--- src/rtl/rmw_pkg.sv ---
package rmw_pkg;
    localparam int ADDR_W  = 20;
    localparam int DATA_W  = 32;
    localparam int LANES   = DATA_W / 8;
    localparam int RSZ_W   = ADDR_W + 1;
    localparam int IDIX_W  = 5;

    localparam logic [ADDR_W-1:0] VID_LO    = 20'hA0000;
    localparam logic [ADDR_W-1:0] VID_HI    = 20'hBFFFF;
    localparam logic [ADDR_W-1:0] OROM_BASE = 20'hC0000;
    localparam logic [ADDR_W-1:0] GAP_END   = 20'hD0000;
    localparam logic [ADDR_W-1:0] ID_BASE   = 20'hFFFF5;

    typedef enum logic [2:0] {
        TGT_NONE, TGT_RAM, TGT_OROM, TGT_VID, TGT_IDROM
    } tgt_e;

    typedef enum logic [1:0] {
        SZ_BYTE = 2'd0, SZ_WORD = 2'd1, SZ_DWORD = 2'd2, SZ_DWORD_ALT = 2'd3
    } size_e;

    typedef struct packed {
        tgt_e              tgt;
        logic [ADDR_W-1:0] off;
        logic              warn;
        logic              halt;
    } route_t;

    // identification ROM: date text, terminator, model, submodel
    function automatic logic [7:0] id_byte(input logic [IDIX_W-1:0] idx);
        case (idx)
            5'd0:    return 8'h30;
            5'd1:    return 8'h35;
            5'd2:    return 8'h2F;
            5'd3:    return 8'h31;
            5'd4:    return 8'h37;
            5'd5:    return 8'h2F;
            5'd6:    return 8'h39;
            5'd7:    return 8'h38;
            5'd9:    return 8'hFC;
            default: return 8'h00;
        endcase
    endfunction

    function automatic logic [DATA_W-1:0] size_mask(input size_e sz);
        case (sz)
            SZ_BYTE: return DATA_W'(32'h0000_00FF);
            SZ_WORD: return DATA_W'(32'h0000_FFFF);
            default: return '1;
        endcase
    endfunction
endpackage

--- src/rtl/rmw_region_decode.sv ---
module rmw_region_decode
    import rmw_pkg::*;
(
    input  logic [ADDR_W-1:0] addr,
    input  logic              emul,
    input  logic [ADDR_W-1:0] limit,
    input  logic [RSZ_W-1:0]  ram_size,
    output route_t            route
);
    logic in_vid;
    assign in_vid = (addr >= VID_LO) && (addr <= VID_HI);

    always_comb begin
        route.tgt  = TGT_RAM;
        route.off  = addr;
        route.warn = 1'b0;
        route.halt = 1'b0;
        if (emul && in_vid) begin
            route.tgt = TGT_NONE;
            route.off = '0;
        end else if (addr >= OROM_BASE && addr <= limit) begin
            route.tgt = TGT_OROM;
            route.off = addr - OROM_BASE;
        end else if (addr > limit && addr < GAP_END) begin
            route.off  = '0;
            route.warn = 1'b1;
        end else if (in_vid) begin
            route.tgt = TGT_VID;
            route.off = addr - VID_LO;
        end else if (addr >= ID_BASE) begin
            route.tgt = TGT_IDROM;
            route.off = addr - ID_BASE;
        end else if ({1'b0, addr} >= ram_size) begin
            route.off  = '0;
            route.halt = 1'b1;
        end
    end
endmodule

--- src/rtl/rmw_id_rom.sv ---
module rmw_id_rom
    import rmw_pkg::*;
(
    input  logic [ADDR_W-1:0] off,
    output logic [DATA_W-1:0] word
);
    generate
        for (genvar g = 0; g < LANES; g++) begin : g_lane
            logic [IDIX_W-1:0] idx;
            assign idx = {1'b0, off[IDIX_W-2:0]} + IDIX_W'(g);
            assign word[g*8 +: 8] = id_byte(idx);
        end
    endgenerate
endmodule

--- src/rtl/rmw_resp.sv ---
module rmw_resp
    import rmw_pkg::*;
(
    input  logic              clk,
    input  logic              rst,
    input  logic              acc_valid,
    input  logic              acc_read,
    input  size_e             size,
    input  logic [DATA_W-1:0] raw_data,
    input  logic              set_warn,
    input  logic              set_halt,
    output logic              rsp_valid,
    output logic [DATA_W-1:0] rsp_rdata,
    output logic              warn_flag,
    output logic              halt_flag
);
    always_ff @(posedge clk) begin
        if (rst) begin
            rsp_valid <= 1'b0;
            rsp_rdata <= '0;
            warn_flag <= 1'b0;
            halt_flag <= 1'b0;
        end else begin
            rsp_valid <= acc_valid && acc_read;
            if (acc_valid && acc_read)
                rsp_rdata <= raw_data & size_mask(size);
            if (set_warn) warn_flag <= 1'b1;
            if (set_halt) halt_flag <= 1'b1;
        end
    end

    a_r10_read_responds: assert property (@(posedge clk) disable iff (rst)
        (acc_valid && acc_read) |=> rsp_valid);
    a_r10_write_silent: assert property (@(posedge clk) disable iff (rst)
        (acc_valid && !acc_read) |=> !rsp_valid);
    a_r3_warn_sticky: assert property (@(posedge clk) disable iff (rst)
        warn_flag |=> warn_flag);
    a_r7_halt_sticky: assert property (@(posedge clk) disable iff (rst)
        halt_flag |=> halt_flag);
    a_r9_byte_zero_fill: assert property (@(posedge clk) disable iff (rst)
        (acc_valid && acc_read && size == SZ_BYTE) |=> (rsp_rdata[DATA_W-1:8] == '0));
endmodule

--- src/rtl/rmw_window_decoder.sv ---
module rmw_window_decoder
    import rmw_pkg::*;
(
    input  logic              clk,
    input  logic              rst,
    input  logic              req_valid,
    input  logic              req_write,
    input  logic [1:0]        req_size,
    input  logic [ADDR_W-1:0] req_addr,
    input  logic [DATA_W-1:0] req_wdata,
    input  logic              vid_emul_en,
    input  logic [ADDR_W-1:0] orom_limit,
    input  logic [RSZ_W-1:0]  ram_size,
    output logic [ADDR_W-1:0] mem_off,
    output logic [1:0]        mem_size,
    output logic [DATA_W-1:0] mem_wdata,
    output logic              mem_we,
    output logic              rom_en,
    output logic              vid_en,
    output logic              ram_en,
    input  logic [DATA_W-1:0] rom_rdata,
    input  logic [DATA_W-1:0] vid_rdata,
    input  logic [DATA_W-1:0] ram_rdata,
    output logic              rsp_valid,
    output logic [DATA_W-1:0] rsp_rdata,
    output logic              warn_flag,
    output logic              halt_flag
);
    route_t            route;
    logic [DATA_W-1:0] id_word;
    logic [DATA_W-1:0] raw_data;

    rmw_region_decode u_decode (
        .addr     (req_addr),
        .emul     (vid_emul_en),
        .limit    (orom_limit),
        .ram_size (ram_size),
        .route    (route)
    );

    rmw_id_rom u_idrom (
        .off  (route.off),
        .word (id_word)
    );

    assign rom_en    = req_valid && (route.tgt == TGT_OROM);
    assign vid_en    = req_valid && (route.tgt == TGT_VID);
    assign ram_en    = req_valid && (route.tgt == TGT_RAM);
    assign mem_off   = route.off;
    assign mem_size  = req_size;
    assign mem_wdata = req_wdata;
    assign mem_we    = req_write;

    always_comb begin
        case (route.tgt)
            TGT_OROM:  raw_data = rom_rdata;
            TGT_VID:   raw_data = vid_rdata;
            TGT_RAM:   raw_data = ram_rdata;
            TGT_IDROM: raw_data = id_word;
            default:   raw_data = '0;
        endcase
    end

    rmw_resp u_resp (
        .clk       (clk),
        .rst       (rst),
        .acc_valid (req_valid),
        .acc_read  (!req_write),
        .size      (size_e'(req_size)),
        .raw_data  (raw_data),
        .set_warn  (req_valid && route.warn),
        .set_halt  (req_valid && route.halt),
        .rsp_valid (rsp_valid),
        .rsp_rdata (rsp_rdata),
        .warn_flag (warn_flag),
        .halt_flag (halt_flag)
    );

    a_r1_single_target: assert property (@(posedge clk) disable iff (rst)
        $onehot0({rom_en, vid_en, ram_en}));
    a_r1_idle_quiet: assert property (@(posedge clk) disable iff (rst)
        !req_valid |-> !(rom_en || vid_en || ram_en));
    a_r5_blank_no_enable: assert property (@(posedge clk) disable iff (rst)
        (req_valid && vid_emul_en && req_addr >= VID_LO && req_addr <= VID_HI)
            |-> !(rom_en || vid_en || ram_en));
    a_r5_blank_reads_zero: assert property (@(posedge clk) disable iff (rst)
        (req_valid && !req_write && vid_emul_en && req_addr >= VID_LO && req_addr <= VID_HI)
            |=> (rsp_rdata == '0));
    a_r6_idrom_no_enable: assert property (@(posedge clk) disable iff (rst)
        (req_valid && req_addr >= ID_BASE) |-> !(rom_en || vid_en || ram_en));
endmodule

--- config.mk ---
export PLATFORM = sky130hd
export DESIGN_NAME = rmw_window_decoder
export DESIGN_NICKNAME = d
export VERILOG_FILES = /design/src/rtl/rmw_pkg.sv /design/src/rtl/rmw_region_decode.sv /design/src/rtl/rmw_id_rom.sv /design/src/rtl/rmw_resp.sv /design/src/rtl/rmw_window_decoder.sv
export SDC_FILE = /design/constraint.sdc
export NUM_CORES = 1
export LEC_CHECK = 0
export BUFFER_PORTS_ARGS = -buffer_cell sky130_fd_sc_hd__buf_2
export CORE_AREA = 10 10 119 201
export CTS_CLUSTER_SIZE = 12
export DETAILED_ROUTE_END_ITERATION = 10
export DIE_AREA = 0 0 129 211
export SYNTH_ARGS = -nofsm -noshare
export SYNTH_HDL_FRONTEND = slang
export SYNTH_SLANG_ARGS = --single-unit
--- constraint.sdc ---
create_clock -name clk -period 10.8 [get_ports clk]
set_input_delay 1.62 -clock clk [delete_from_list [all_inputs] [get_ports clk]]
set_output_delay 1.62 -clock clk [all_outputs]
set_load 0.01 [all_outputs]
# Word level (Yosys, flattened, before mapping)
# Memory sizes are Yosys's and may differ from the RTL's.
# Cells that the tools add are included.
totals:
  ram_bits: 0
  output_inout_bits: 93
  rom_bits: 512
  memories: 4
  latchBits: 0
  in_bits: 196
  regBits: 35
  elab_cells: 62
classes:
  n_addsub: 6
  div: 0
  n_mul: 0
  mux: 22
  bitwise_logic: 1
  magnitude_cmp: 8
  n_eq_ne: 5
  shifts: 0
  n_reduce_logical: 12
mem_list:
  columns: ["memory", "depth", "width", "read_ports", "rd_ports_with_merged_regs", "write_ports", "line", "rtl"]
  rows:
  - ["(no name shown)", 16, 8, 1, 0, 0, "rmw_pkg.sv:31", "case (idx)"]
  - ["(no name shown)", 16, 8, 1, 0, 0, "rmw_pkg.sv:31", null]
  - ["(no name shown)", 16, 8, 1, 0, 0, "rmw_pkg.sv:31", null]
  - ["(no name shown)", 16, 8, 1, 0, 0, "rmw_pkg.sv:31", null]
ops:
  columns: ["op", "n"]
  rows:
  - ["32-bit one-hot mux with 4 select lines", 1]
  - ["23-bit 2-to-1 mux", 3]
  - ["32-bit 2-to-1 mux", 2]
  - ["32-bit one-hot mux with 2 select lines", 1]
  - ["20-bit >= comparator (second input constant)", 3]
  - ["20-bit 2-to-1 mux", 3]
  - ["20-bit subtractor (second input constant)", 3]
  - ["32-bit AND", 1]
  - ["8-bit 2-to-1 mux", 3]
  - ["20-bit by 21-bit >= comparator with 1-bit output", 1]
  - ["20-bit > comparator", 1]
  - ["20-bit less-or-equal comparator", 1]
  - ["20-bit less-or-equal comparator (second input constant)", 1]
  - ["20-bit less-than comparator (second input constant)", 1]
  - ["4-bit by 2-bit adder with 5-bit output (second input constant)", 2]
  - ["1-bit logical AND", 10]
  - ["3-bit by 2-bit equality test with 1-bit output (second input constant)", 2]
  - ["3-bit 2-to-1 mux", 2]
  - ["4-bit by 1-bit adder with 5-bit output (second input constant)", 1]
  - ["1-bit 2-to-1 mux", 5]
  - ["2-bit 2-to-1 mux", 2]
  - ["3-bit by 1-bit equality test with 1-bit output (second input constant)", 1]
  - ["3-bit equality test (second input constant)", 1]
  - ["2-bit by 1-bit equality test with 1-bit output (second input constant)", 1]
  - ["2 further kinds", 2]

# Logic depth before layout (Yosys ltp)
# An unclocked memory read counts as a cell.
logic_depth:
  ltp_word: 12
  mapped_depth: 19
  mapped_depth_nobuf: 17

# Modules after synthesis
# From an unflattened synthesis, not the netlist that was laid out.
hier_totals:
  cells_unflattened: 695
  hier_area_um2: 5745.5
by_module_without_submodules:
  columns: ["module", "instances", "cells_per_inst", "area_each_um2"]
  rows:
  - ["rmw_window_decoder", 1, 196, 1819.2]
  - ["rmw_region_decode", 1, 255, 1709.1]
  - ["rmw_resp", 1, 102, 1194.9]
  - ["rmw_id_rom", 1, 142, 1022.2]

# Worst setup path after synthesis
# OpenSTA, ideal clock, no wires.
synth_path:
  path_kind: "input to output"
  startpoint: "input port orom_limit[7]"
  endpoint: "output port mem_off[19]"
  path_stages: 13
  setup_slack_ps: 5218
  t_arrival_ps: 3962
  path_buffers: 2
  path_cell_list: "inv_1 -> ha_1 -> a21oi_1 -> o21ai_1 -> a221oi_1 -> nand4_1 -> a21oi_1 -> and2_1 -> buf_2 -> buf_1 -> inv_1 -> o22ai_1 -> o21a_1"
synth_between:
  elab_chain_len: 5
  elab_cells_between_ends: 7
  cone_classes: "order compare (2); mux (3); reduce/logical (2)"
synth_lines:
  columns: ["item", "line", "rtl"]
  rows:
  - ["start: declaration", "rmw_window_decoder.sv:12", "input logic [ADDR_W-1:0] orom_limit,"]
  - ["20-bit > comparator", "rmw_region_decode.sv:24", "end else if (addr > limit && addr < GAP_END) begin"]
  - ["1-bit logical AND", "rmw_region_decode.sv:24", null]
  - ["20-bit 2-to-1 mux", "rmw_region_decode.sv:24", null]
  - ["23-bit 2-to-1 mux *", "rmw_region_decode.sv:21", "end else if (addr >= OROM_BASE && addr <= limit) begin"]
  - ["23-bit 2-to-1 mux *", "rmw_region_decode.sv:18", "if (emul && in_vid) begin"]
  - ["end: declaration", "rmw_window_decoder.sv:14", "output logic [ADDR_W-1:0] mem_off,"]
# Mark *: on every way between the ends. The rest lies on a longest branch, timed or not.

# Worst setup path after layout
layout_path:
  startpoint: "input port req_addr[19]"
  endpoint: "output port mem_off[2]"
layout_between:
  elab_chain_len: 7
  elab_cells_between_ends: 18
  cone_classes: "order compare (8); mux (6); reduce/logical (4)"
layout_lines:
  columns: ["item", "line", "rtl"]
  rows:
  - ["start: declaration", "rmw_window_decoder.sv:9", "input logic [ADDR_W-1:0] req_addr,"]
  - ["20-bit by 21-bit >= comparator with 1-bit output", "rmw_region_decode.sv:33", "end else if ({1'b0, addr} >= ram_size) begin"]
  - ["20-bit 2-to-1 mux", "rmw_region_decode.sv:33", null]
  - ["20-bit 2-to-1 mux", "rmw_region_decode.sv:30", "end else if (addr >= ID_BASE) begin"]
  - ["23-bit 2-to-1 mux", "rmw_region_decode.sv:27", "end else if (in_vid) begin"]
  - ["20-bit 2-to-1 mux", "rmw_region_decode.sv:24", null]
  - ["23-bit 2-to-1 mux", "rmw_region_decode.sv:21", null]
  - ["23-bit 2-to-1 mux *", "rmw_region_decode.sv:18", null]
# Marked as above.

==> insert_results.sql <==
INSERT INTO impl_metrics (metric_group, metric, value, unit) VALUES
('die', 'dieArea', '27200', 'um2'),
('global_route', 'grt_usage', '0.152', ''),
('sta', 'timing_hold_violations_final', '0', ''),
('run_status', 'run_status', 'completed', ''),
('die', 'core_area', '20400', 'um2'),
('drt', 'remaining_drc_errors', '0', ''),
('sta', 'worst_slew_pin_slew', '0.939', 'ns'),
('drt', 'detailroute.via_count', '5591', ''),
('clocking', 'htree_num_levels', '2', ''),
('die', 'number_of_top_level_design_ports', '289', ''),
('sta', 'maxSlewHeadroom', '0.371', ''),
('synth', 'synth.net_count', '910', ''),
('sta', 'timing_max_transition_violations_final', '0', ''),
('synth', 'asyncSetResetFlopFracSynth', '0', ''),
('clocking', 'tritoncts.num_buffers', '5', ''),
('synth', 'mappedNetlistArea', '4820', 'um2'),
('sta', 'rsz0062_at_grt', 'no', ''),
('layout', 'drive_gt1_frac', '0.319', ''),
('global_route', 'via_count_of_the_first_global_routing_pass', '5881', ''),
('synth', 'synth_ff_type', 'sky130_fd_sc_hd__dfxtp_1', ''),
('clocking', 'cts.repair_timing.setup_buffer_count', '0', ''),
('die', 'core.rowCount', '69', ''),
('drt', 'drt_iter0_markers', '301', ''),
('clocking', 'cts_tree', 'done', ''),
('layout', 'area_of_all_sequential_standard_cells', '701', 'um2'),
('sta', 'fmaxAchievable', '156', 'MHz'),
('die', 'initial_core_util', '0.236', ''),
('clocking', 'cts-hold-fix-buffers', '0', ''),
('synth', 'post_synthesis_area_per_instance', '7.36', 'um2'),
('critical_path', 'arrival', '4.77', 'ns'),
('layout', 'finalCoreUtilization', '0.298', ''),
('die', 'die_x', '129', 'um'),
('layout', 'multi_input_comb_area', '3550', 'um2'),
('sta', 'period_share', '0.592', ''),
('drt', 'routed_wl', '21500', 'um'),
('synth', 'synthDominantCellAreaShare', '0.153', ''),
('clocking', 'root_buffer', 'sky130_fd_sc_hd__clkbuf_16', ''),
('power', 'powerDensity', '87.4', 'nW/um2'),
('drt', 'drtPass1Iterations', '5', ''),
('synth', 'netlist-cell-type-count', '76', ''),
('job', 'max_cap_viol_count', '0', ''),
('sta', 'setup_ws', '4.41', 'ns'),
('critical_path', 'crit-reg2reg-launch', 'u_resp.rsp_rdata[27]', ''),
('drt', 'wl_per_cell', '20.0', 'um'),
('global_route', 'global_route_wire_length_before_repair', '32500', 'um'),
('sta', 'setup_total_negative_slack', '0', 'ns'),
('critical_path', 'reg2reg_slack', '9.56', 'ns'),
('hold_path', 'hold_path_depth', '2', ''),
('power', 'report.power.total', '0.000531', 'W'),
('power', 'power.leakage', '3.04', 'nW'),
('sta', 'finalWorstPathRequiredPeriod', '6.39', 'ns'),
('global_route', 'grt_max_degree', '35', ''),
('critical_path', 'regToRegEndpoint', 'u_resp.rsp_rdata[27]', ''),
('drt', 'vias_per_cell', '5.19', ''),
('place', 'hpwlAfterDp', '18300', 'um'),
('synth', 'synth_sequential_area_ratio', '0.145', ''),
('sta', 'finClkSkew', '0', 'ns'),
('power', 'worst_ir_drop_on_vdd', '0.0501', 'mV'),
('global_route', 'grt_antenna_before_repair', '2', ''),
('clocking', 'path_clk_slew', '0.05', 'ns'),
('place', 'port_buffers', '224', ''),
('critical_path', 'critPathCapture', 'mem_off[2]', ''),
('place', 'dp_slack', '4.32', 'ns'),
('clocking', 'worst_skew_pair.late_latency', '0.28', 'ns'),
('layout', 'fin_nets', '1081', ''),
('critical_path', 'crit_path_start_kind', 'input pin', ''),
('critical_path', 'critPathLaunch', 'req_addr[19]', ''),
('critical_path', 'worst-setup-path-type', 'input pin to output pin', ''),
('place', 'gp_congestion', '0.896', ''),
('drt', 'route.antenna.remaining_nets', '0', ''),
('synth', 'post_synth_main_area_contributors', 'sky130_fd_sc_hd__ha_1 15%, sky130_fd_sc_hd__dfxtp_1 15%, sky130_fd_sc_hd__nand2_1 6.9%', '');
==> cell usage after synthesis (4+ instances only) <==
cell type                  instances
sky130_fd_sc_hd__dfxtp_1          35
sky130_fd_sc_hd__buf_1             4
sky130_fd_sc_hd__a222oi_1         18
sky130_fd_sc_hd__a21oi_1          47
sky130_fd_sc_hd__buf_2             5
sky130_fd_sc_hd__clkbuf_1         21
sky130_fd_sc_hd__o31ai_1           6
sky130_fd_sc_hd__inv_1            52
sky130_fd_sc_hd__nand3_1           6
sky130_fd_sc_hd__o22ai_1           5
sky130_fd_sc_hd__nor2b_1           4
sky130_fd_sc_hd__and2_1           22
sky130_fd_sc_hd__o21a_1            9
sky130_fd_sc_hd__o21ai_1           8
sky130_fd_sc_hd__nor3_1           11
sky130_fd_sc_hd__o211ai_1          5
sky130_fd_sc_hd__nor4_1            4
sky130_fd_sc_hd__nand4_1          16
sky130_fd_sc_hd__and3_1            5
sky130_fd_sc_hd__mux2i_1          12
sky130_fd_sc_hd__a211oi_1          6
sky130_fd_sc_hd__nand2b_1          4
sky130_fd_sc_hd__nand2_1          88
sky130_fd_sc_hd__a221oi_1         23
sky130_fd_sc_hd__o21ai_0          20
sky130_fd_sc_hd__buf_4            35
sky130_fd_sc_hd__nor2_1           48
sky130_fd_sc_hd__mux2_2            4
sky130_fd_sc_hd__ha_1             59
==> placed cells by master, fill, tap and decap left out, drive strengths merged, types with 9 or more instances in the layout <==
cell	instances
nand4	16
a222oi	18
nand2	88
inv	53
dfxtp	35
and2	22
a221oi	24
ha	59
mux2i	12
nor3	12
nor2	50
o21a	9
a21oi	48
buf	229
o21ai	29
==> metal layers <==
layer / track usage / vias up / part of all wire
li1: - / 2719 / -
met1: 0.139 / 2615 / 0.34
met2: 0.298 / 207 / 0.56
met3: 0.0317 / 50 / 0.069
met4: 0.0843 / 0 / 0.037
met5: 0 / - / 0
==> cell families (layout without fill, tap and decap cells) <==
| group | after synthesis | in the layout | synth area share |
|---|---|---|---|
| AO/OA/AOI/OAI | 186 | 186 | 0.289 |
| multiplexers | 16 | 16 | 0.0343 |
| XOR/XNOR | 6 | 6 | 0.0109 |
| buffers and inverters | 118 | 290 | 0.120 |
| adder cells (fa/ha/maj) | 59 | 59 | 0.153 |
| other | 0 | 2 | 0 |
| AND/OR/NAND/NOR | 235 | 235 | 0.246 |
| flip-flops | 35 | 35 | 0.145 |
==> sequential cells by signal, summed over array words and instances (netlist names) <==
register,count
u_resp.rsp_rdata,32
u_resp.halt_flag,1
u_resp.rsp_valid,1
u_resp.warn_flag,1
==> area by class of cell <==
type | count | share of cell area
Antenna cell | 2 | 0.000823
Multi-Input combinational cell | 502 | 0.584
Clock buffer | 8 | 0.0257
Inverter | 53 | 0.0327
Sequential cell | 35 | 0.115
Tap cell | 248 | 0.0510
Timing Repair Buffer | 229 | 0.191
==> worst min-delay path by stage <==
| stage | endpoint | slack [ns] | from |
|---|---|---|---|
| 4_1_cts | u_resp.rsp_rdata[23] | 0.46 | u_resp.rsp_rdata[23] |
| 3_5_place_dp | u_resp.rsp_rdata[23] | 0.45 | u_resp.rsp_rdata[23] |
| 3_3_place_gp | u_resp.rsp_rdata[23] | 0.44 | u_resp.rsp_rdata[23] |
| 2_1_floorplan | u_resp.rsp_rdata[20] | 0.50 | u_resp.rsp_rdata[20] |
| 6_report | u_resp.rsp_rdata[23] | 0.45 | u_resp.rsp_rdata[23] |
| 5_1_grt | u_resp.rsp_rdata[20] | 0.48 | u_resp.rsp_rdata[20] |
==> power breakdown <==
group	total, W	leakage, nW	internal, W	switching [W]
sequential	0.000137	0.285	0.000135	0.00000259
clock	0.000152	0.0772	0.0000982	0.0000539
combinational	0.000242	2.67	0.0000968	0.000145
total	0.000531	3.04	0.000330	0.000201
==> per-stage QoR <==
step	cells	cell area, um2	hold slack [ns]
after floorplan	655	4820	0.496
after global placement	1067	5920	0.439
after detailed placement	1067	5920	0.447
after CTS	1075	6070	0.460
after global routing	1077	6080	0.480
final	1077	6080	0.455
==> worst max-delay path, cell delays in order <==
cell and delay (ns):
sky130_fd_sc_hd__buf_2 0.16, sky130_fd_sc_hd__ha_1 0.32, sky130_fd_sc_hd__nand4_1 0.19, sky130_fd_sc_hd__nor2_1 0.11, sky130_fd_sc_hd__a221oi_1 0.27, sky130_fd_sc_hd__nand4_1 0.36
sky130_fd_sc_hd__a21oi_1 0.46, sky130_fd_sc_hd__and2_1 0.18, sky130_fd_sc_hd__buf_4 0.37, sky130_fd_sc_hd__a22oi_4 0.24, sky130_fd_sc_hd__inv_2 0.27, sky130_fd_sc_hd__buf_2 0.22
No activity file was read; power rests on OpenSTA's default activity.
